File: src/rtl/dir_pkg.sv
package dir_pkg;
  typedef enum logic [2:0] {
    ST_UN = 3'd0, ST_SH = 3'd1, ST_EX = 3'd2,
    ST_BUSY_UN = 3'd3, ST_BUSY_SH = 3'd4, ST_BUSY_EX = 3'd5,
    ST_PSN = 3'd6
  } dir_st_e;

  typedef enum logic [2:0] {
    RQ_READ = 3'd0, RQ_RDEX = 3'd1, RQ_UPG = 3'd2, RQ_WB = 3'd3,
    RQ_SHWB = 3'd4, RQ_DNGR = 3'd5, RQ_XFER = 3'd6, RQ_MARK = 3'd7
  } req_kind_e;

  typedef enum logic [3:0] {
    MS_NACK = 4'd0, MS_DATA_SH = 4'd1, MS_DATA_EX = 4'd2, MS_SPEC = 4'd3,
    MS_UPG_ACK = 4'd4, MS_INTV_SH = 4'd5, MS_INTV_EX = 4'd6, MS_INVAL = 4'd7,
    MS_WB_ACK = 4'd8, MS_PSN_ERR = 4'd9
  } msg_kind_e;

  function automatic logic st_busy(dir_st_e s);
    return (s == ST_BUSY_UN) || (s == ST_BUSY_SH) || (s == ST_BUSY_EX);
  endfunction

  function automatic logic msg_has_data(msg_kind_e k);
    return (k == MS_DATA_SH) || (k == MS_DATA_EX) || (k == MS_SPEC);
  endfunction
endpackage

File: src/rtl/dir_table.sv
module dir_table
  import dir_pkg::*;
#(
  parameter int NUM_LINES = 16,
  parameter int NUM_NODES = 8,
  parameter int LW = $clog2(NUM_LINES),
  parameter int NW = $clog2(NUM_NODES)
) (
  input  logic                 clk_i,
  input  logic                 rst_ni,
  input  logic [LW-1:0]        rd_line_i,
  output dir_st_e              rd_st_o,
  output logic [NUM_NODES-1:0] rd_vec_o,
  output logic [NW-1:0]        rd_own_o,
  output logic [NW-1:0]        rd_pnd_o,
  input  logic                 wr_en_i,
  input  logic [LW-1:0]        wr_line_i,
  input  dir_st_e              wr_st_i,
  input  logic [NUM_NODES-1:0] wr_vec_i,
  input  logic [NW-1:0]        wr_own_i,
  input  logic [NW-1:0]        wr_pnd_i
);
  dir_st_e              st_q  [NUM_LINES];
  logic [NUM_NODES-1:0] vec_q [NUM_LINES];
  logic [NW-1:0]        own_q [NUM_LINES];
  logic [NW-1:0]        pnd_q [NUM_LINES];

  assign rd_st_o  = st_q[rd_line_i];
  assign rd_vec_o = vec_q[rd_line_i];
  assign rd_own_o = own_q[rd_line_i];
  assign rd_pnd_o = pnd_q[rd_line_i];

  always_ff @(posedge clk_i or negedge rst_ni) begin
    if (!rst_ni) begin
      for (int i = 0; i < NUM_LINES; i++) begin
        st_q[i]  <= ST_UN;
        vec_q[i] <= '0;
        own_q[i] <= '0;
        pnd_q[i] <= '0;
      end
    end else if (wr_en_i) begin
      st_q[wr_line_i]  <= wr_st_i;
      vec_q[wr_line_i] <= wr_vec_i;
      own_q[wr_line_i] <= wr_own_i;
      pnd_q[wr_line_i] <= wr_pnd_i;
    end
  end

  AST_PSN_STICKY: assert property (@(posedge clk_i) disable iff (!rst_ni)
    (wr_en_i && st_q[wr_line_i] == ST_PSN) |-> (wr_st_i == ST_PSN));
endmodule

File: src/rtl/dir_decide.sv
module dir_decide
  import dir_pkg::*;
#(
  parameter int NUM_NODES = 8,
  parameter int NW = $clog2(NUM_NODES)
) (
  input  req_kind_e            kind_i,
  input  logic [NW-1:0]        src_i,
  input  dir_st_e              st_i,
  input  logic [NUM_NODES-1:0] vec_i,
  input  logic [NW-1:0]        own_i,
  input  logic [NW-1:0]        pnd_i,
  output dir_st_e              nxt_st_o,
  output logic [NUM_NODES-1:0] nxt_vec_o,
  output logic [NW-1:0]        nxt_own_o,
  output logic [NW-1:0]        nxt_pnd_o,
  output logic                 mem_wr_o,
  output logic                 rpl_en_o,
  output msg_kind_e            rpl_kind_o,
  output logic [NW-1:0]        rpl_dst_o,
  output logic [NW:0]          rpl_cnt_o,
  output logic                 rpl_wb_o,
  output logic                 x_en_o,
  output msg_kind_e            x_kind_o,
  output logic [NW-1:0]        x_dst_o,
  output logic [NW-1:0]        x_req_o,
  output logic [NUM_NODES-1:0] inv_mask_o
);
  localparam int CW = NW + 1;

  logic [NUM_NODES-1:0] src_bit, pnd_bit, others;

  always_comb begin
    src_bit = '0;
    src_bit[src_i] = 1'b1;
    pnd_bit = '0;
    pnd_bit[pnd_i] = 1'b1;
    others = vec_i & ~src_bit;

    nxt_st_o   = st_i;
    nxt_vec_o  = vec_i;
    nxt_own_o  = own_i;
    nxt_pnd_o  = pnd_i;
    mem_wr_o   = 1'b0;
    rpl_en_o   = 1'b0;
    rpl_kind_o = MS_NACK;
    rpl_dst_o  = src_i;
    rpl_cnt_o  = '0;
    rpl_wb_o   = 1'b0;
    x_en_o     = 1'b0;
    x_kind_o   = MS_WB_ACK;
    x_dst_o    = src_i;
    x_req_o    = src_i;
    inv_mask_o = '0;

    if (kind_i == RQ_MARK) begin
      nxt_st_o  = ST_PSN;
      nxt_vec_o = '0;
    end else begin
      case (st_i)
        ST_PSN: begin
          if (kind_i inside {RQ_READ, RQ_RDEX, RQ_UPG, RQ_WB}) begin
            rpl_en_o   = 1'b1;
            rpl_kind_o = MS_PSN_ERR;
          end
        end
        ST_UN: begin
          if (kind_i inside {RQ_READ, RQ_RDEX}) begin
            nxt_st_o   = ST_EX;
            nxt_vec_o  = src_bit;
            nxt_own_o  = src_i;
            rpl_en_o   = 1'b1;
            rpl_kind_o = MS_DATA_EX;
          end else if (kind_i inside {RQ_UPG, RQ_WB}) begin
            rpl_en_o = 1'b1;
          end
        end
        ST_SH: begin
          if (kind_i == RQ_READ) begin
            nxt_vec_o  = vec_i | src_bit;
            rpl_en_o   = 1'b1;
            rpl_kind_o = MS_DATA_SH;
          end else if (kind_i inside {RQ_RDEX, RQ_UPG}) begin
            nxt_st_o   = ST_EX;
            nxt_vec_o  = src_bit;
            nxt_own_o  = src_i;
            rpl_en_o   = 1'b1;
            rpl_kind_o = (kind_i == RQ_RDEX) ? MS_DATA_EX : MS_UPG_ACK;
            rpl_cnt_o  = CW'($countones(others));
            inv_mask_o = others;
          end else if (kind_i == RQ_WB) begin
            rpl_en_o = 1'b1;
          end
        end
        ST_EX: begin
          if (kind_i inside {RQ_READ, RQ_RDEX}) begin
            rpl_en_o = 1'b1;
            if (own_i == src_i) begin
              rpl_kind_o = MS_DATA_EX;
            end else begin
              nxt_st_o   = (kind_i == RQ_READ) ? ST_BUSY_SH : ST_BUSY_EX;
              nxt_vec_o  = src_bit;
              nxt_pnd_o  = src_i;
              rpl_kind_o = MS_SPEC;
              x_en_o     = 1'b1;
              x_kind_o   = (kind_i == RQ_READ) ? MS_INTV_SH : MS_INTV_EX;
              x_dst_o    = own_i;
            end
          end else if (kind_i == RQ_UPG) begin
            rpl_en_o = 1'b1;
          end else if (kind_i == RQ_WB) begin
            rpl_en_o = 1'b1;
            if (own_i == src_i) begin
              nxt_st_o   = ST_UN;
              nxt_vec_o  = '0;
              mem_wr_o   = 1'b1;
              rpl_kind_o = MS_WB_ACK;
            end
          end
        end
        default: begin
          if (kind_i inside {RQ_READ, RQ_RDEX, RQ_UPG}) begin
            rpl_en_o = 1'b1;
          end else if (kind_i == RQ_WB) begin
            rpl_en_o = 1'b1;
            if (st_i inside {ST_BUSY_SH, ST_BUSY_EX}) begin
              // crossing writeback: merge into the pending transaction
              nxt_st_o   = (st_i == ST_BUSY_SH) ? ST_SH : ST_EX;
              nxt_vec_o  = pnd_bit;
              nxt_own_o  = pnd_i;
              mem_wr_o   = 1'b1;
              rpl_kind_o = (st_i == ST_BUSY_SH) ? MS_DATA_SH : MS_DATA_EX;
              rpl_dst_o  = pnd_i;
              rpl_wb_o   = 1'b1;
              x_en_o     = 1'b1;
            end
          end else if (kind_i inside {RQ_SHWB, RQ_DNGR}) begin
            if (st_i == ST_BUSY_SH) begin
              nxt_st_o  = ST_SH;
              nxt_vec_o = pnd_bit | src_bit;
              mem_wr_o  = (kind_i == RQ_SHWB);
            end
          end else if (kind_i == RQ_XFER) begin
            if (st_i == ST_BUSY_EX) begin
              nxt_st_o  = ST_EX;
              nxt_vec_o = pnd_bit;
              nxt_own_o = pnd_i;
            end
          end
        end
      endcase
    end
  end
endmodule

File: src/rtl/dir_msg_seq.sv
module dir_msg_seq
  import dir_pkg::*;
#(
  parameter int NUM_NODES = 8,
  parameter int LW = 4,
  parameter int DW = 32,
  parameter int NW = $clog2(NUM_NODES)
) (
  input  logic                 clk_i,
  input  logic                 rst_ni,
  input  logic                 load_i,
  input  logic [LW-1:0]        line_i,
  input  logic [DW-1:0]        wb_data_i,
  input  logic                 rpl_en_i,
  input  msg_kind_e            rpl_kind_i,
  input  logic [NW-1:0]        rpl_dst_i,
  input  logic [NW:0]          rpl_cnt_i,
  input  logic                 rpl_wb_i,
  input  logic                 x_en_i,
  input  msg_kind_e            x_kind_i,
  input  logic [NW-1:0]        x_dst_i,
  input  logic [NW-1:0]        x_req_i,
  input  logic [NUM_NODES-1:0] inv_mask_i,
  input  logic [NW-1:0]        inv_req_i,
  input  logic [DW-1:0]        mem_data_i,
  output logic                 busy_o,
  output logic                 msg_valid_o,
  output msg_kind_e            msg_kind_o,
  output logic [NW-1:0]        msg_dst_o,
  output logic [NW-1:0]        msg_req_o,
  output logic [NW:0]          msg_cnt_o,
  output logic [LW-1:0]        msg_line_o,
  output logic [DW-1:0]        msg_data_o
);
  logic                 look_q, rpl_q, rpl_wb_q, x_q;
  msg_kind_e            rpl_kind_q, x_kind_q;
  logic [NW-1:0]        rpl_dst_q, x_dst_q, x_req_q, inv_req_q;
  logic [NW:0]          rpl_cnt_q;
  logic [NUM_NODES-1:0] inv_q;
  logic [LW-1:0]        line_q;
  logic [DW-1:0]        wbd_q, data_q;
  logic [NW-1:0]        inv_idx;

  always_comb begin
    inv_idx = '0;
    for (int i = NUM_NODES - 1; i >= 0; i--) begin
      if (inv_q[i]) inv_idx = NW'(i);
    end
  end

  assign busy_o      = look_q | rpl_q | x_q | (|inv_q);
  assign msg_valid_o = !look_q && (rpl_q || x_q || (|inv_q));
  assign msg_line_o  = line_q;

  always_comb begin
    if (rpl_q) begin
      msg_kind_o = rpl_kind_q;
      msg_dst_o  = rpl_dst_q;
      msg_req_o  = rpl_dst_q;
      msg_cnt_o  = rpl_cnt_q;
    end else if (x_q) begin
      msg_kind_o = x_kind_q;
      msg_dst_o  = x_dst_q;
      msg_req_o  = x_req_q;
      msg_cnt_o  = '0;
    end else begin
      msg_kind_o = MS_INVAL;
      msg_dst_o  = inv_idx;
      msg_req_o  = inv_req_q;
      msg_cnt_o  = '0;
    end
    msg_data_o = msg_has_data(msg_kind_o) ? data_q : '0;
  end

  always_ff @(posedge clk_i or negedge rst_ni) begin
    if (!rst_ni) begin
      look_q     <= 1'b0;
      rpl_q      <= 1'b0;
      rpl_wb_q   <= 1'b0;
      x_q        <= 1'b0;
      rpl_kind_q <= MS_NACK;
      x_kind_q   <= MS_NACK;
      rpl_dst_q  <= '0;
      x_dst_q    <= '0;
      x_req_q    <= '0;
      inv_req_q  <= '0;
      rpl_cnt_q  <= '0;
      inv_q      <= '0;
      line_q     <= '0;
      wbd_q      <= '0;
      data_q     <= '0;
    end else if (load_i) begin
      look_q     <= 1'b1;
      rpl_q      <= rpl_en_i;
      rpl_kind_q <= rpl_kind_i;
      rpl_dst_q  <= rpl_dst_i;
      rpl_cnt_q  <= rpl_cnt_i;
      rpl_wb_q   <= rpl_wb_i;
      x_q        <= x_en_i;
      x_kind_q   <= x_kind_i;
      x_dst_q    <= x_dst_i;
      x_req_q    <= x_req_i;
      inv_q      <= inv_mask_i;
      inv_req_q  <= inv_req_i;
      line_q     <= line_i;
      wbd_q      <= wb_data_i;
    end else if (look_q) begin
      // directory decided last cycle; memory word lands now
      look_q <= 1'b0;
      data_q <= rpl_wb_q ? wbd_q : mem_data_i;
    end else if (rpl_q) begin
      rpl_q <= 1'b0;
    end else if (x_q) begin
      x_q <= 1'b0;
    end else if (|inv_q) begin
      inv_q[inv_idx] <= 1'b0;
    end
  end

  AST_FIRST_MSG_LATE: assert property (@(posedge clk_i) disable iff (!rst_ni)
    $past(load_i) |-> !msg_valid_o);
  AST_NO_SELF_INVAL: assert property (@(posedge clk_i) disable iff (!rst_ni)
    load_i |-> !inv_mask_i[inv_req_i]);
  AST_ONE_IN_FLIGHT: assert property (@(posedge clk_i) disable iff (!rst_ni)
    load_i |-> !busy_o);
  AST_INVAL_DRAIN: assert property (@(posedge clk_i) disable iff (!rst_ni)
    (msg_valid_o && msg_kind_o == MS_INVAL) |=>
      ($countones(inv_q) + 1 == $countones($past(inv_q))));
endmodule

File: src/rtl/dir_home_engine.sv
module dir_home_engine
  import dir_pkg::*;
#(
  parameter int NUM_NODES = 8,
  parameter int NUM_LINES = 16,
  parameter int DW = 32,
  parameter int NW = $clog2(NUM_NODES),
  parameter int LW = $clog2(NUM_LINES)
) (
  input  logic          clk_i,
  input  logic          rst_ni,
  input  logic          req_valid_i,
  output logic          req_ready_o,
  input  logic [2:0]    req_kind_i,
  input  logic [NW-1:0] req_src_i,
  input  logic [LW-1:0] req_line_i,
  input  logic [DW-1:0] req_data_i,
  output logic          mem_rd_o,
  output logic          mem_wr_o,
  output logic [LW-1:0] mem_line_o,
  output logic [DW-1:0] mem_wdata_o,
  input  logic [DW-1:0] mem_data_i,
  output logic          msg_valid_o,
  output logic [3:0]    msg_kind_o,
  output logic [NW-1:0] msg_dst_o,
  output logic [NW-1:0] msg_req_o,
  output logic [NW:0]   msg_cnt_o,
  output logic [LW-1:0] msg_line_o,
  output logic [DW-1:0] msg_data_o
);
  req_kind_e            kind;
  logic                 accept, seq_busy, dec_mem_wr;
  dir_st_e              cur_st, nxt_st;
  logic [NUM_NODES-1:0] cur_vec, nxt_vec, inv_mask;
  logic [NW-1:0]        cur_own, cur_pnd, nxt_own, nxt_pnd;
  logic                 rpl_en, rpl_wb, x_en;
  msg_kind_e            rpl_kind, x_kind, out_kind;
  logic [NW-1:0]        rpl_dst, x_dst, x_req;
  logic [NW:0]          rpl_cnt;

  assign kind        = req_kind_e'(req_kind_i);
  assign req_ready_o = !seq_busy;
  assign accept      = req_valid_i && req_ready_o;
  assign mem_rd_o    = accept && (kind inside {RQ_READ, RQ_RDEX});
  assign mem_wr_o    = accept && dec_mem_wr;
  assign mem_line_o  = req_line_i;
  assign mem_wdata_o = req_data_i;
  assign msg_kind_o  = out_kind;

  dir_table #(.NUM_LINES(NUM_LINES), .NUM_NODES(NUM_NODES), .LW(LW), .NW(NW)) u_table (
    .clk_i, .rst_ni,
    .rd_line_i (req_line_i),
    .rd_st_o   (cur_st),
    .rd_vec_o  (cur_vec),
    .rd_own_o  (cur_own),
    .rd_pnd_o  (cur_pnd),
    .wr_en_i   (accept),
    .wr_line_i (req_line_i),
    .wr_st_i   (nxt_st),
    .wr_vec_i  (nxt_vec),
    .wr_own_i  (nxt_own),
    .wr_pnd_i  (nxt_pnd)
  );

  dir_decide #(.NUM_NODES(NUM_NODES), .NW(NW)) u_decide (
    .kind_i     (kind),
    .src_i      (req_src_i),
    .st_i       (cur_st),
    .vec_i      (cur_vec),
    .own_i      (cur_own),
    .pnd_i      (cur_pnd),
    .nxt_st_o   (nxt_st),
    .nxt_vec_o  (nxt_vec),
    .nxt_own_o  (nxt_own),
    .nxt_pnd_o  (nxt_pnd),
    .mem_wr_o   (dec_mem_wr),
    .rpl_en_o   (rpl_en),
    .rpl_kind_o (rpl_kind),
    .rpl_dst_o  (rpl_dst),
    .rpl_cnt_o  (rpl_cnt),
    .rpl_wb_o   (rpl_wb),
    .x_en_o     (x_en),
    .x_kind_o   (x_kind),
    .x_dst_o    (x_dst),
    .x_req_o    (x_req),
    .inv_mask_o (inv_mask)
  );

  dir_msg_seq #(.NUM_NODES(NUM_NODES), .LW(LW), .DW(DW), .NW(NW)) u_seq (
    .clk_i, .rst_ni,
    .load_i      (accept),
    .line_i      (req_line_i),
    .wb_data_i   (req_data_i),
    .rpl_en_i    (rpl_en),
    .rpl_kind_i  (rpl_kind),
    .rpl_dst_i   (rpl_dst),
    .rpl_cnt_i   (rpl_cnt),
    .rpl_wb_i    (rpl_wb),
    .x_en_i      (x_en),
    .x_kind_i    (x_kind),
    .x_dst_i     (x_dst),
    .x_req_i     (x_req),
    .inv_mask_i  (inv_mask),
    .inv_req_i   (req_src_i),
    .mem_data_i  (mem_data_i),
    .busy_o      (seq_busy),
    .msg_valid_o (msg_valid_o),
    .msg_kind_o  (out_kind),
    .msg_dst_o   (msg_dst_o),
    .msg_req_o   (msg_req_o),
    .msg_cnt_o   (msg_cnt_o),
    .msg_line_o  (msg_line_o),
    .msg_data_o  (msg_data_o)
  );

  AST_BUSY_NACK: assert property (@(posedge clk_i) disable iff (!rst_ni)
    (accept && st_busy(cur_st) && (kind inside {RQ_READ, RQ_RDEX, RQ_UPG})) |-> ##2
      (msg_valid_o && out_kind == MS_NACK && msg_dst_o == $past(req_src_i, 2)));
  AST_POISON_ERR: assert property (@(posedge clk_i) disable iff (!rst_ni)
    (accept && cur_st == ST_PSN && (kind inside {RQ_READ, RQ_RDEX, RQ_UPG, RQ_WB})) |-> ##2
      (msg_valid_o && out_kind == MS_PSN_ERR));
  AST_MEM_RD_ACCEPT: assert property (@(posedge clk_i) disable iff (!rst_ni)
    mem_rd_o |=> !req_ready_o);
endmodule

File: config.mk
export PLATFORM = sky130hd
export DESIGN_NAME = dir_home_engine
export DESIGN_NICKNAME = d
export VERILOG_FILES = /design/src/rtl/dir_pkg.sv /design/src/rtl/dir_table.sv /design/src/rtl/dir_decide.sv /design/src/rtl/dir_msg_seq.sv /design/src/rtl/dir_home_engine.sv
export SDC_FILE = /design/constraint.sdc
export NUM_CORES = 1
export LEC_CHECK = 0
export ABC_AREA = 1
export BUFFER_PORTS_ARGS = -buffer_cell sky130_fd_sc_hd__buf_2
export CELL_PAD_IN_SITES_DETAIL_PLACEMENT = 2
export CELL_PAD_IN_SITES_GLOBAL_PLACEMENT = 2
export CORE_ASPECT_RATIO = 0.7
export CORE_UTILIZATION = 33
export CTS_BUF_LIST = sky130_fd_sc_hd__clkbuf_8
export CTS_CLUSTER_SIZE = 40
export DETAILED_ROUTE_END_ITERATION = 16
export HOLD_SLACK_MARGIN = 0.02
export PLACE_DENSITY = 0.8
export RECOVER_POWER = 100
export REMOVE_ABC_BUFFERS = 1
export SYNTH_ARGS = -nofsm -noshare
export SYNTH_HDL_FRONTEND = slang
export SYNTH_SLANG_ARGS = --single-unit
File: constraint.sdc
create_clock -name clk_i -period 3.3 [get_ports clk_i]
set_input_delay 0 -clock clk_i [delete_from_list [all_inputs] [get_ports clk_i]]
set_output_delay 0 -clock clk_i [all_outputs]
set_load 0.005 [all_outputs]
# Yosys cells after proc, flatten, opt, wreduce, memory -nomap -nowiden

Cells that the tools add are included.
W data, S select, Z words.

Input bits: 77
Register bits: 373
Output and inout bits: 90
Word-level logic and storage cells: 326

Eq/ne operators: 19
Bitwise logic cells: 11
Reduce and logical (&&, ||, !) cells: 31
Muxes and demuxes: 172
Order comparisons: 8
Add/sub/neg operators: 7

Operator list:

| operator             | number |
|---|---|
| $mux W8              | 28 |
| $mux W3              | 58 |
| $bwmux W48           | 3 |
| $bwmux W128          | 1 |
| $mux W4              | 22 |
| $mux W32             | 2 |
| $mux W1              | 38 |
| $bmux W3 S4          | 3 |
| $bmux W8 S4          | 1 |
| $demux W8 S4         | 1 |
| $pmux W8 S4          | 1 |
| $eq A3 B3 Y1 const B | 7 |
| $and A8 B8 Y8        | 2 |
| $not A8 Y8           | 2 |
| $or A8 B8 Y8         | 2 |
| $pmux W4 S4          | 1 |
| $add A4 B4 Y4        | 3 |
| $demux W3 S4         | 1 |
| $lt A3 B4 Y1 const B | 3 |
| $pmux W3 S4          | 1 |
| $reduce_bool A2 Y1   | 6 |
| $demux W1 S3         | 3 |
| $eq A3 B2 Y1 const B | 3 |
| $ge A3 B1 Y1 const B | 3 |
| 27 further kinds     | 53 |

# Longest topological paths before layout

Gate-level depths: netlist (run 1).

Depth in word-level cells: 19
Depth in mapped cells: 22

# Hierarchy

A second synthesis (run 1) with hierarchy kept.

Cells, all modules: 2783
Area, all modules: 20038.0 um^2

Modules (own cells, without submodules):

| module          | times used | area an instance (um^2) | cells an instance | sequential area each (um^2) |
|---|---|---|---|---|
| dir_table       | 1          | 13036.3                 | 1755              | 6806.5 |
| dir_msg_seq     | 1          | 4808.4                  | 596               | 2602.5 |
| dir_decide      | 1          | 1884.3                  | 387               | 0.0 |
| dir_home_engine | 1          | 309.0                   | 45                | 0.0 |

# Worst setup path after synthesis (run 1)

No wires, ideal clock.

Path kind: input-to-reg
From: in req_line_i[1]
To: reg u_seq.rpl_cnt_q[2]
Buffers on the path: 3
Slack: -0.114 ns
Stages: 20
Arrival: 3.330 ns
Cells stage by stage: buf_6 -> inv_4 -> nor2_8 -> buf_6 -> buf_2 -> a22oi_1 -> nand2_1 -> nand2_1 -> nand3_1 -> nor2_1 -> nor2_1 -> ha_1 -> fa_1 -> inv_1 -> fa_1 -> inv_1 -> ha_1 -> inv_1 -> fa_1 -> o21ai_0

Word-level cells in the longest chain between the ends: 12
Elaborated cells between the ends (all ways): 20
Classes of those cells: add/sub (7); eq/ne (1); mux (10); bitwise (2)

RTL lines:

| item                                              | line                             | source |
|---|---|---|
| from (decl)                                       | dir_home_engine.sv:16            | `input logic [LW-1:0] req_line_i,` |
| $not A4 Y5 (implied by the code) (*)              | dir_table.sv:28, dir_table.sv:29 |  |
| $bmux W8 S4                                       | dir_table.sv:29                  | `assign rd_vec_o = vec_q[rd_line_i];` |
| $mux W8 (implied by the code) (2 in series)       | dir_table.sv:29                  |  |
| $and A8 B8 Y8                                     | dir_decide.sv:38                 | `others = vec_i & ~src_bit;` |
| $add A1 B1 Y2 (implied by the code)               | dir_decide.sv:89                 | `rpl_cnt_o = CW'($countones(others));` |
| $add A4 B4 Y4 (implied by the code) (2 in series) | dir_decide.sv:89                 |  |
| $mux W4                                           | dir_decide.sv:83                 | `end else if (kind_i inside {RQ_RDEX, RQ_UPG}) begin` |
| $mux W4                                           | dir_decide.sv:79                 | `if (kind_i == RQ_READ) begin` |
| $mux W4 (*)                                       | dir_decide.sv:60                 | `case (st_i)` |
| $mux W4 (*)                                       | dir_decide.sv:56                 | `if (kind_i == RQ_MARK) begin` |
| to (signal assigned)                              | dir_msg_seq.sv:97                | `rpl_cnt_q <= rpl_cnt_i;` |
| to (decl)                                         | dir_msg_seq.sv:38                | `logic [NW:0] rpl_cnt_q;` |

Every way passes the cells marked *; elsewhere a longest branch is shown, timed or not. The select of a mux whose other input is x is not followed.
A chain may end at the register's enable or synchronous reset.

# Worst setup path after layout (run 1)

From: in req_line_i[1]
To: reg u_table.own_q[37] (netlist name)

Word-level cells in the longest chain between the ends: 13
Elaborated cells between the ends (all ways): 35
Classes of those cells: order compare (2); eq/ne (5); mux (23); bitwise (1); reduce/logical (4)

RTL lines:

| item                                        | line                                 | source |
|---|---|---|
| $not A4 Y5 (implied by the code) (*)        | -                                    |  |
| $bmux W3 S4                                 | dir_table.sv:28                      | `assign rd_st_o = st_q[rd_line_i];` |
| $mux W3 (implied by the code) (2 in series) | dir_table.sv:28                      |  |
| $eq A3 B3 Y1                                | dir_decide.sv:126, dir_decide.sv:144 |  |
| $mux W3                                     | dir_decide.sv:144                    | `if (st_i == ST_BUSY_EX) begin` |
| $mux W3                                     | dir_decide.sv:143                    | `end else if (kind_i == RQ_XFER) begin` |
| $mux W3                                     | dir_decide.sv:137                    | `end else if (kind_i inside {RQ_SHWB, RQ_DNGR}) begin` |
| $mux W3                                     | dir_decide.sv:124                    | `end else if (kind_i == RQ_WB) begin` |
| $mux W3                                     | dir_decide.sv:122                    | `if (kind_i inside {RQ_READ, RQ_RDEX, RQ_UPG}) begin` |
| $pmux W3 S3                                 | dir_decide.sv:60                     |  |
| $mux W3                                     | dir_decide.sv:56                     |  |
| $bwmux W48 (*)                              | dir_table.sv:44                      | `own_q[wr_line_i] <= wr_own_i;` |
| to (signal, indexed assignment)             | dir_table.sv:44                      |  |
| to (decl)                                   | dir_table.sv:25                      | `logic [NW-1:0] own_q [NUM_LINES];` |

Marks and branches as above.

==> out/results.tsv, run 1 <==
metric	value	unit
synth_cell_type_count	48	
synth_area_leaders	dfrtp_1 (47%), nand2_1 (20%), nand3_1 (4.6%), o21ai_0 (3.8%), nor2_1 (3.4%)	
cap_viol_max_count	1	
final-setup-viol-count	76	
ys_seq_area_share	47.4	%
wl_per_cell	29.7	µm
violations	capacitance limit, slew limit, setup timing	
dieHeight	206	µm
first_pass_iters	7	
post-dp-hpwl	61.2	mm
r2r-start	u_table.st_q[14]	
gr-usage-all-layers	34.9	%
timing.final.crit_period	3.58	ns
critPathRequiredTime	3.85	ns
nets	2979	
grt_pass1_vias	23922	
grt_max_degree	100	
gp_congestion	0.916	
nFillCells	6686	
via_per_inst	5.89	
die_area	0.0607	mm²
worst_pin_slew	1.63	ns
die_w	294	µm
cp-end-kind	flip-flop	
seq_area	0.00934	mm²
synth_top_area_share	47.4	%
synth_ff_type	dfrtp_1	
powerDensity	819	mW/mm²
yosysWarnings	0	
synthTopCellsByCount	nand2_1 (1,029), dfrtp_1 (373), nand3_1 (181), nor2_1 (177), inv_1 (156)	
async_flop_share	100	%
num_rows	74	
slew_headroom	-8.36	%
wl	111	mm
fin_skew	0.0601	ns
drc	0	
grt_overflow	0	
grt_antenna_before_repair	4	
drive_above_1_share	17.0	%
cts_sinks	373	
synth_edf_count	0	
rsz0062_at_grt	yes	
syn_inst	2588	
synth_most_common_cell	nand2_1	
hp-start	req_data_i[0]	
cts.path.max_buffers	3	
coreArea	0.0586	mm²
drt_iter0_drc	2204	
p_leak	12.5	nW
critical_path_class	primary input to flip-flop	
min_path_type	primary input to flip-flop	
pin_count	167	
holdWs	0.111	ns
initial_utilization	33.6	%
status	complete, but fails checks	
synth_area_leader_cell	dfrtp_1	
avgSynthCellArea	7.61	µm²
area.growth.synth_to_final	23.5	%
fmax	279	MHz
cts_buffers	67	
cts_max_level	3	
cts.root.buffer_cell	clkbuf_8	
dpl_worst_slack	-0.381	ns
vdd_drop_max	428	µV
fin_crit_sh	108	%
ys_ff_latch	373	
finalPower	19.9	mW
cts_tree	done	
crit_path_start	req_line_i[1]	
cp.arrival	4.13	ns
slew_viol_final	100	
path_clk_slew	0.09	ns
fin_ws	-0.279	ns
start_kind	primary input	
port_buffers	166	
drtAntennaViolNets	0	
synth_area	0.0197	mm²
hold_viol	0	
clk_latency	0.71	ns
path_max_fanout	16	
grt_pass1_wl	157	mm
multi_input_area	0.00889	mm²
vias	22027	
-- state kept, by name, indices dropped and copies added (netlist names) --
register,count
u_seq.x_req_q,3
u_seq.rpl_wb_q,1
u_seq.rpl_kind_q,4
u_seq.x_kind_q,4
u_seq.look_q,1
u_seq.inv_q,8
u_seq.x_dst_q,3
u_seq.rpl_cnt_q,4
u_seq.data_q,32
u_table.own_q,48
u_table.vec_q,128
u_table.st_q,48
u_seq.rpl_dst_q,3
u_seq.wbd_q,32
u_seq.msg_line_o,4
u_seq.x_q,1
u_table.pnd_q,48
u_seq.rpl_q,1
-- cells in the final DEF (no fill, tap or decap), types with 10 or more instances in the layout --
cell type	count
a21oi_1	23
a22oi_1	67
buf_12	23
buf_2	118
buf_4	119
clkbuf_1	54
clkbuf_8	90
dfrtp_1	371
dlygate4sd3_1	81
inv_1	169
inv_2	17
nand2_1	1031
nand2_2	25
nand3_1	180
nand4_1	30
nor2_1	169
nor2_2	13
nor3_1	12
nor3_2	17
o211ai_1	10
o21ai_0	146
o21ai_1	32
o22ai_1	35
-- cell type report --
cell class,count,area share (%)
inverters,177,2.78
clock inverters,28,0.551
multi-input cells,1869,36.6
repair buffers,404,12.4
clock buffers,90,5.10
flip-flops and latches,373,38.4
well taps,798,4.11
diodes,3,0.0309
-- through the flow --
stage          utilization, %  setup TNS (ns)  std cells  area [µm²]
2_1_floorplan               -         -109.92       2417       18700
3_3_place_gp             37.5          -0.428       3523       22000
3_5_place_dp             37.5           -1.30       3523       22000
4_1_cts                  41.4               0       3730       24300
5_1_grt                  41.5           -7.84       3741       24300
6_report                 41.5           -4.15       3742       24300
-- what timing repair did --
| action | 4_1_cts | 5_1_grt |
|---|---|---|
| setup endpoints to repair | 12 | 89 |
| hold buffers | 82 | 0 |
| gates resized for setup | 16 | 24 |
| hold endpoints to repair | 300 | 0 |
| gates cloned | 0 | 2 |
| pin swaps | 19 | 14 |
| buffers inserted | 7 | 7 |
-- critical path, stage by stage --
cell,delay (ns)
buf_2,0.20
clkbuf_1,0.52
nand2_2,0.45
nor2_1,0.09
nor2_1,0.15
nand2_1,0.08
nand2_1,0.16
nand2_1,0.11
nor2_2,0.47
nand2_1,0.27
nor2_4,0.21
nand2_1,0.20
nand2_1,0.23
nand2_1,0.11
o211ai_2,0.38
nand2_1,0.22
o21ai_0,0.24
-- cells by family after synthesis --
logic type	count (synthesis)	share of synthesized area, %
buffers and inverters	348	8.50
adder cells (fa/ha/maj)	10	0.788
flip-flops	373	47.4
AND/OR/NAND/NOR	1502	32.1
AO/OA/AOI/OAI	355	11.2
-- report_power, final --
part	total (mW)	internal (mW)	switching, mW
registers	6.79	5.83	0.958
logic	8.19	2.34	5.85
clock network	4.92	2.44	2.48
-- metal layers --
| layer | GRT usage (%) | wire [µm] | share of wire [%] |
|---|---|---|---|
| met1 | 44.1 | 43900 | 40 |
| met5 | 0 | 12 | 0.011 |
| met3 | 7.13 | 9680 | 8.7 |
| met4 | 17.8 | 6780 | 6.1 |
| met2 | 56.6 | 50700 | 46 |
-- worst paths after layout --
check / cells after the start / to / slack [ns]
max: 17 / u_table.own_q[37] / -0.28
min: 4 / u_seq.wbd_q[0] / 0.11
max reg2reg: 15 / u_table.own_q[37] / -0.26
min reg2reg: 2 / u_table.st_q[28] / 0.48
max in group asynchronous: 4 / u_seq.look_q / 0.23
min in group asynchronous: 4 / u_table.own_q[36] / 1.37
No activity file was read; power rests on OpenSTA's default activity.
==> run 2: changes to the inputs <==
--- a/config.mk
+++ b/config.mk
@@ -7,7 +7,7 @@
 export LEC_CHECK = 0
 export ABC_AREA = 1
 export BUFFER_PORTS_ARGS = -buffer_cell sky130_fd_sc_hd__buf_2
-export CELL_PAD_IN_SITES_DETAIL_PLACEMENT = 2
+export CELL_PAD_IN_SITES_DETAIL_PLACEMENT = 0
 export CELL_PAD_IN_SITES_GLOBAL_PLACEMENT = 2
 export CORE_ASPECT_RATIO = 0.7
 export CORE_UTILIZATION = 33
==> out/results.tsv, run 2 (same netlist as run 1, synthesis figures left out) <==
metric	value	unit
nFillCells	6167	
cts_max_level	3	
initial_utilization	33.6	%
num_rows	74	
mostFrequentLayoutCell	nand2_1	
hold_depth	4	
fin_area	0.0238	mm²
ff2ff_path_depth	15	
path_clk_slew	0.06	ns
seqPwrFrac	37.5	%
holdWs	0.112	ns
cap_viol_max_count	0	
area.growth.synth_to_final	20.9	%
fmax	310	MHz
grt_pass1_wl	114	mm
dpl_worst_slack	-0.273	ns
cts.path.max_buffers	3	
top_register	u_table.vec_q	
pin_count	167	
fin_ws	0.0786	ns
wl	74.6	mm
drtAntennaViolNets	0	
critPathRequiredTime	3.79	ns
drive_above_1_share	14.6	%
gp_congestion	0.916	
cp.arrival	3.72	ns
grt_max_degree	100	
drc	0	
cts.root.buffer_cell	clkbuf_8	
path_max_fanout	16	
final_cell_count_no_fill	3717	
crit_slowest_cell	clkbuf_1	
slew_viol_final	0	
switching_share	41.3	%
crit_top_cell	nand2_1	
crit_family	simple AND/OR/NAND/NOR gates	
timing.final.crit_period	3.22	ns
grt_pass1_vias	18435	
final_util	40.6	%
gr-usage-all-layers	24.9	%
path_depth	15	
die_area	0.0607	mm²
wl_per_cell	20.1	µm
start_kind	primary input	
final-setup-viol-count	0	
via_per_inst	5.13	
cts_tree	done	
largest_register_ffs	128	
fin_tns_setup	0	ns
dp.cells	3523	
port_buffers	166	
p_int	10.1	mW
clkPwrFrac	24.3	%
crit_chain	buf_2 > clkbuf_1 > nand2_1 > nor2_1 > nor2_1 > nand2_1 > nand2_1 > nand2_2 > nor2_2 > nor2_4 > nand2_2 > nor2_4 > nand2_4 > o21ai_2 > o21ai_0	
status	completed	
grt_antenna_before_repair	1	
p_switching	7.11	mW
finalPower	17.2	mW
slew_headroom	6.57	%
grt_overflow	0	
critical_path_class	primary input to flip-flop	
cp-end-kind	flip-flop	
vdd_drop_max	304	µV
hold_viol	0	
min_path_type	primary input to flip-flop	
clk_latency	0.67	ns
fin_skew	0.0326	ns
p_leak	12.2	nW
rsz0062_at_grt	yes	
comb_power_share	38.2	%
coreArea	0.0586	mm²
drt_iter0_drc	1879	
antenna_cells	0	
worst_pin_slew	1.40	ns
layout_common_cells	nand2_1 (1,031), dfrtp_1 (372), nand3_1 (180)	
vias	19051	
cts_buffers	67	
dieHeight	206	µm
first_pass_iters	6	
nets	2964	
post-dp-hpwl	51.5	mm
cp_num_buf_inv	2	
die_w	294	µm
powerDensity	723	mW/mm²
fin_crit_sh	97.6	%
post_dp_cell_area	0.0220	mm²
slowest_delay	0.79	ns
cts_sinks	373	
[run 2: cell types whose count changed in the layout (fill, tap and decap cells not counted), moves of 6 or more]
| cell | previous run | this run |
|---|---|---|
| buf_12 | 23 | 16 |
| inv_1 | 169 | 176 |
| buf_4 | 119 | 108 |
| buf_2 | 118 | 84 |
| clkbuf_8 | 90 | 79 |
| clkbuf_1 | 54 | 86 |
| o21ai_0 | 146 | 152 |
[run 2: worst paths after layout]
kind	end	slack (ns)	start
setup reg to reg	u_seq.rpl_cnt_q[2]	0.10	u_table.vec_q[88]
min in group asynchronous	u_table.own_q[43]	1.32	rst_ni
max in group asynchronous	u_seq.look_q	0.46	rst_ni
hold reg to reg	u_table.own_q[38]	0.48	u_table.own_q[38]
setup / recovery	u_table.pnd_q[29]	0.08	req_line_i[1]
hold / removal	u_seq.wbd_q[30]	0.11	req_data_i[30]
[run 2: power groups by stage]
stage	Combinational (mW)	Sequential [mW]	Clock, mW
6_report	6.58	6.46	4.18
5_1_grt	7.31	6.60	4.51
4_1_cts	6.75	6.44	4.29
3_5_place_dp	6.57	6.50	0
3_3_place_gp	6.49	6.48	0
2_1_floorplan	3.64	6.38	0
[run 2: tightest hold or removal path: stages]
cell	delay [ns]
dlygate4sd3_1	0.53
buf_2	0.12
nand2_1	0.05
nand2_1	0.04
[run 2: what timing repair did]
item,4_1_cts,5_1_grt
gates resized for setup,11,9
hold buffers,82,0
buffers inserted,1,0
endpoints found under the setup margin,1,13
hold endpoints to repair,330,0
pin swaps,17,10
[run 2: final cells by class]
class	instances	area [µm²]	area share (%)
Tap cell	798	998	4.19
Multi-Input combinational cell	1867	8770	36.9
Timing Repair Buffer	391	2800	11.7
Clock inverter	32	138	0.578
Sequential cell	373	9340	39.2
Clock buffer	79	1090	4.57
Inverter	177	673	2.83
[run 2: metal layers]
| metal | share of wire (%) | GRT usage [%] | up-vias |
|---|---|---|---|
| met3 | 8.8 | 6.53 | 98 |
| met4 | 1.5 | 5.49 | 0 |
| met2 | 41 | 34.4 | 706 |
| met1 | 49 | 38.0 | 9380 |
| met5 | 0 | 0 | - |
| li1 | - | - | 8867 |
==> run 3: changes to the inputs <==
--- a/config.mk
+++ b/config.mk
@@ -10,12 +10,11 @@
 export CELL_PAD_IN_SITES_DETAIL_PLACEMENT = 0
 export CELL_PAD_IN_SITES_GLOBAL_PLACEMENT = 2
 export CORE_ASPECT_RATIO = 0.7
-export CORE_UTILIZATION = 33
-export CTS_BUF_LIST = sky130_fd_sc_hd__clkbuf_8
+export CORE_UTILIZATION = 32
 export CTS_CLUSTER_SIZE = 40
 export DETAILED_ROUTE_END_ITERATION = 16
 export HOLD_SLACK_MARGIN = 0.02
-export PLACE_DENSITY = 0.8
+export PLACE_DENSITY = 0.78
 export RECOVER_POWER = 100
 export REMOVE_ABC_BUFFERS = 1
 export SYNTH_ARGS = -nofsm -noshare
==> out/results.tsv, run 3 (same netlist as run 1, synthesis figures left out) <==
metric	value	unit
fin_skew	0.0203	ns
gr-usage-all-layers	23.9	%
slew_viol_final	106	
powerDensity	747	mW/mm²
antenna_cells	0	
holdPathEnd	u_seq.x_dst_q[2]	
rsz0062_at_grt	yes	
die_w	298	µm
slowest_delay	0.56	ns
gp_congestion	0.923	
port_buffers	166	
final-setup-viol-count	0	
initial_utilization	32.6	%
post-dp-hpwl	52.5	mm
finalPower	18.0	mW
drtAntennaViolNets	0	
die_area	0.0625	mm²
cts_max_level	2	
clk_latency	0.57	ns
worst_pin_slew	2.85	ns
p_leak	12.3	nW
grt_max_degree	110	
hold_depth	4	
min_path_type	primary input to flip-flop	
pin_count	167	
crit_chain	dlygate4sd3_1 > clkbuf_1 > nand2_1 > inv_1 > buf_4 > nand2_1 > nand2_1 > nor2_2 > nor2_1 > ha_1 > fa_1 > inv_2 > fa_1 > inv_1 > ha_2 > inv_2 > fa_1 > o21ai_1	
largest_register_ffs	128	
wl	75.4	mm
drt_iter0_drc	1659	
timing.final.crit_period	3.21	ns
drive_above_1_share	15.0	%
crit_slowest_cell	fa_1	
r2r_slack	0.10	ns
coreArea	0.0603	mm²
layout_common_cells	nand2_1 (1,030), dfrtp_1 (372), nand3_1 (180)	
drc	0	
start_kind	primary input	
rr_endpoint	u_seq.rpl_cnt_q[2]	
grt_antenna_before_repair	0	
cts.path.max_buffers	3	
hold_viol	0	
fin_crit_sh	97.1	%
dieHeight	210	µm
top_register	u_table.vec_q	
num_rows	75	
area.growth.synth_to_final	22.5	%
cp-end-kind	flip-flop	
critical_path_class	primary input to flip-flop	
cts_buffers	41	
path_clk_slew	0.06	ns
via_per_inst	5.13	
mostFrequentLayoutCell	nand2_1	
hp-start	req_src_i[2]	
fmax	312	MHz
cts.root.buffer_cell	clkbuf_16	
cp.arrival	3.64	ns
r2r-start	u_table.vec_q[121]	
crit_family	adder cells	
holdWs	0.0684	ns
violations	capacitance limit, slew limit	
grt_pass1_vias	18260	
critPathRequiredTime	3.73	ns
vias	18922	
cp_num_buf_inv	7	
vdd_drop_max	624	µV
cap_viol_max_count	1	
wl_per_cell	20.4	µm
path_max_fanout	5	
cts_sinks	373	
nets	2939	
first_pass_iters	5	
ff2ff_path_depth	15	
grt_pass1_wl	115	mm
grt_overflow	0	
cts_tree	done	
slew_headroom	-90.1	%
status	complete, but fails checks	
-- run 3: cell types whose count changed in the layout (fill, tap and decap cells not counted), moves of 6 or more --
| cell | before | now |
|---|---|---|
| clkbuf_8 | 79 | 7 |
| buf_2 | 84 | 92 |
| clkbuf_16 | 0 | 42 |
| clkbuf_1 | 86 | 79 |
| a22oi_1 | 71 | 60 |
| inv_1 | 176 | 156 |
| clkbuf_2 | 8 | 19 |
| dlygate4sd3_1 | 81 | 75 |
| a22oi_2 | 3 | 14 |
-- run 3: how the worst max path moves through the flow --
stage / cells after the start / from / end / slack (ns)
after floorplan: 8 / u_seq.look_q / u_table.pnd_q[4] / -0.68
after detailed placement: 18 / req_line_i[1] / u_seq.rpl_cnt_q[2] / -0.21
after CTS: 15 / u_table.vec_q[89] / u_seq.rpl_cnt_q[2] / 0.01
after global placement: 18 / req_line_i[0] / u_seq.rpl_cnt_q[2] / -0.22
final: 18 / req_line_i[3] / u_seq.rpl_cnt_q[2] / 0.09
after global routing: 15 / u_table.vec_q[96] / u_seq.rpl_cnt_q[2] / -0.05
-- run 3: repair_timing --
item                                    4_1_cts  5_1_grt
hold buffers                                 75        0
setup buffers                                 0        7
resized for setup                             5       25
hold endpoints to repair                    175        0
pin swaps                                     2       18
endpoints found under the setup margin        2       18
-- run 3: stage by stage --
stage | TNS, ns | area (µm²) | worst slack [ns] | utilization (%) | instances
after floorplan | -109.92 | 18700 | -0.685 | - | 2417
after global placement | -0.283 | 22000 | -0.217 | 36.5 | 3535
after detailed placement | -0.308 | 22000 | -0.211 | 36.5 | 3535
after CTS | 0 | 24200 | 0.00969 | 40.1 | 3685
after global routing | -0.519 | 24100 | -0.0490 | 40.0 | 3692
final | 0 | 24100 | 0.0948 | 40.0 | 3692
-- run 3: per-layer routing --
metal / track usage (%) / vias to the layer above / routed length [µm]
li1: - / 8830 / -
met1: 37.6 / 9364 / 38000
met2: 34.3 / 663 / 31400
met3: 3.76 / 65 / 5180
met4: 4.00 / 0 / 869
met5: 0 / - / 0
-- run 3: final cells by class --
cell class | count | area [µm²]
Tap cell | 808 | 1010
Multi-Input combinational cell | 1867 | 8830
Inverter | 177 | 673
Clock buffer | 59 | 1180
Timing Repair Buffer | 392 | 2860
Fill cell | 6223 | 36200
Sequential cell | 373 | 9340
Clock inverter | 16 | 236
-- run 3: worst min-delay path, cell delays in order --
cell     delay, ns
buf_2         0.18
buf_4         0.19
nor2_1        0.09
o21ai_0       0.10
-- run 3: power by group --
part           switching (mW)  total, mW  internal (mW)
registers               0.633       6.46           5.82
clock network            2.03       4.94           2.91
logic                    4.49       6.62           2.12
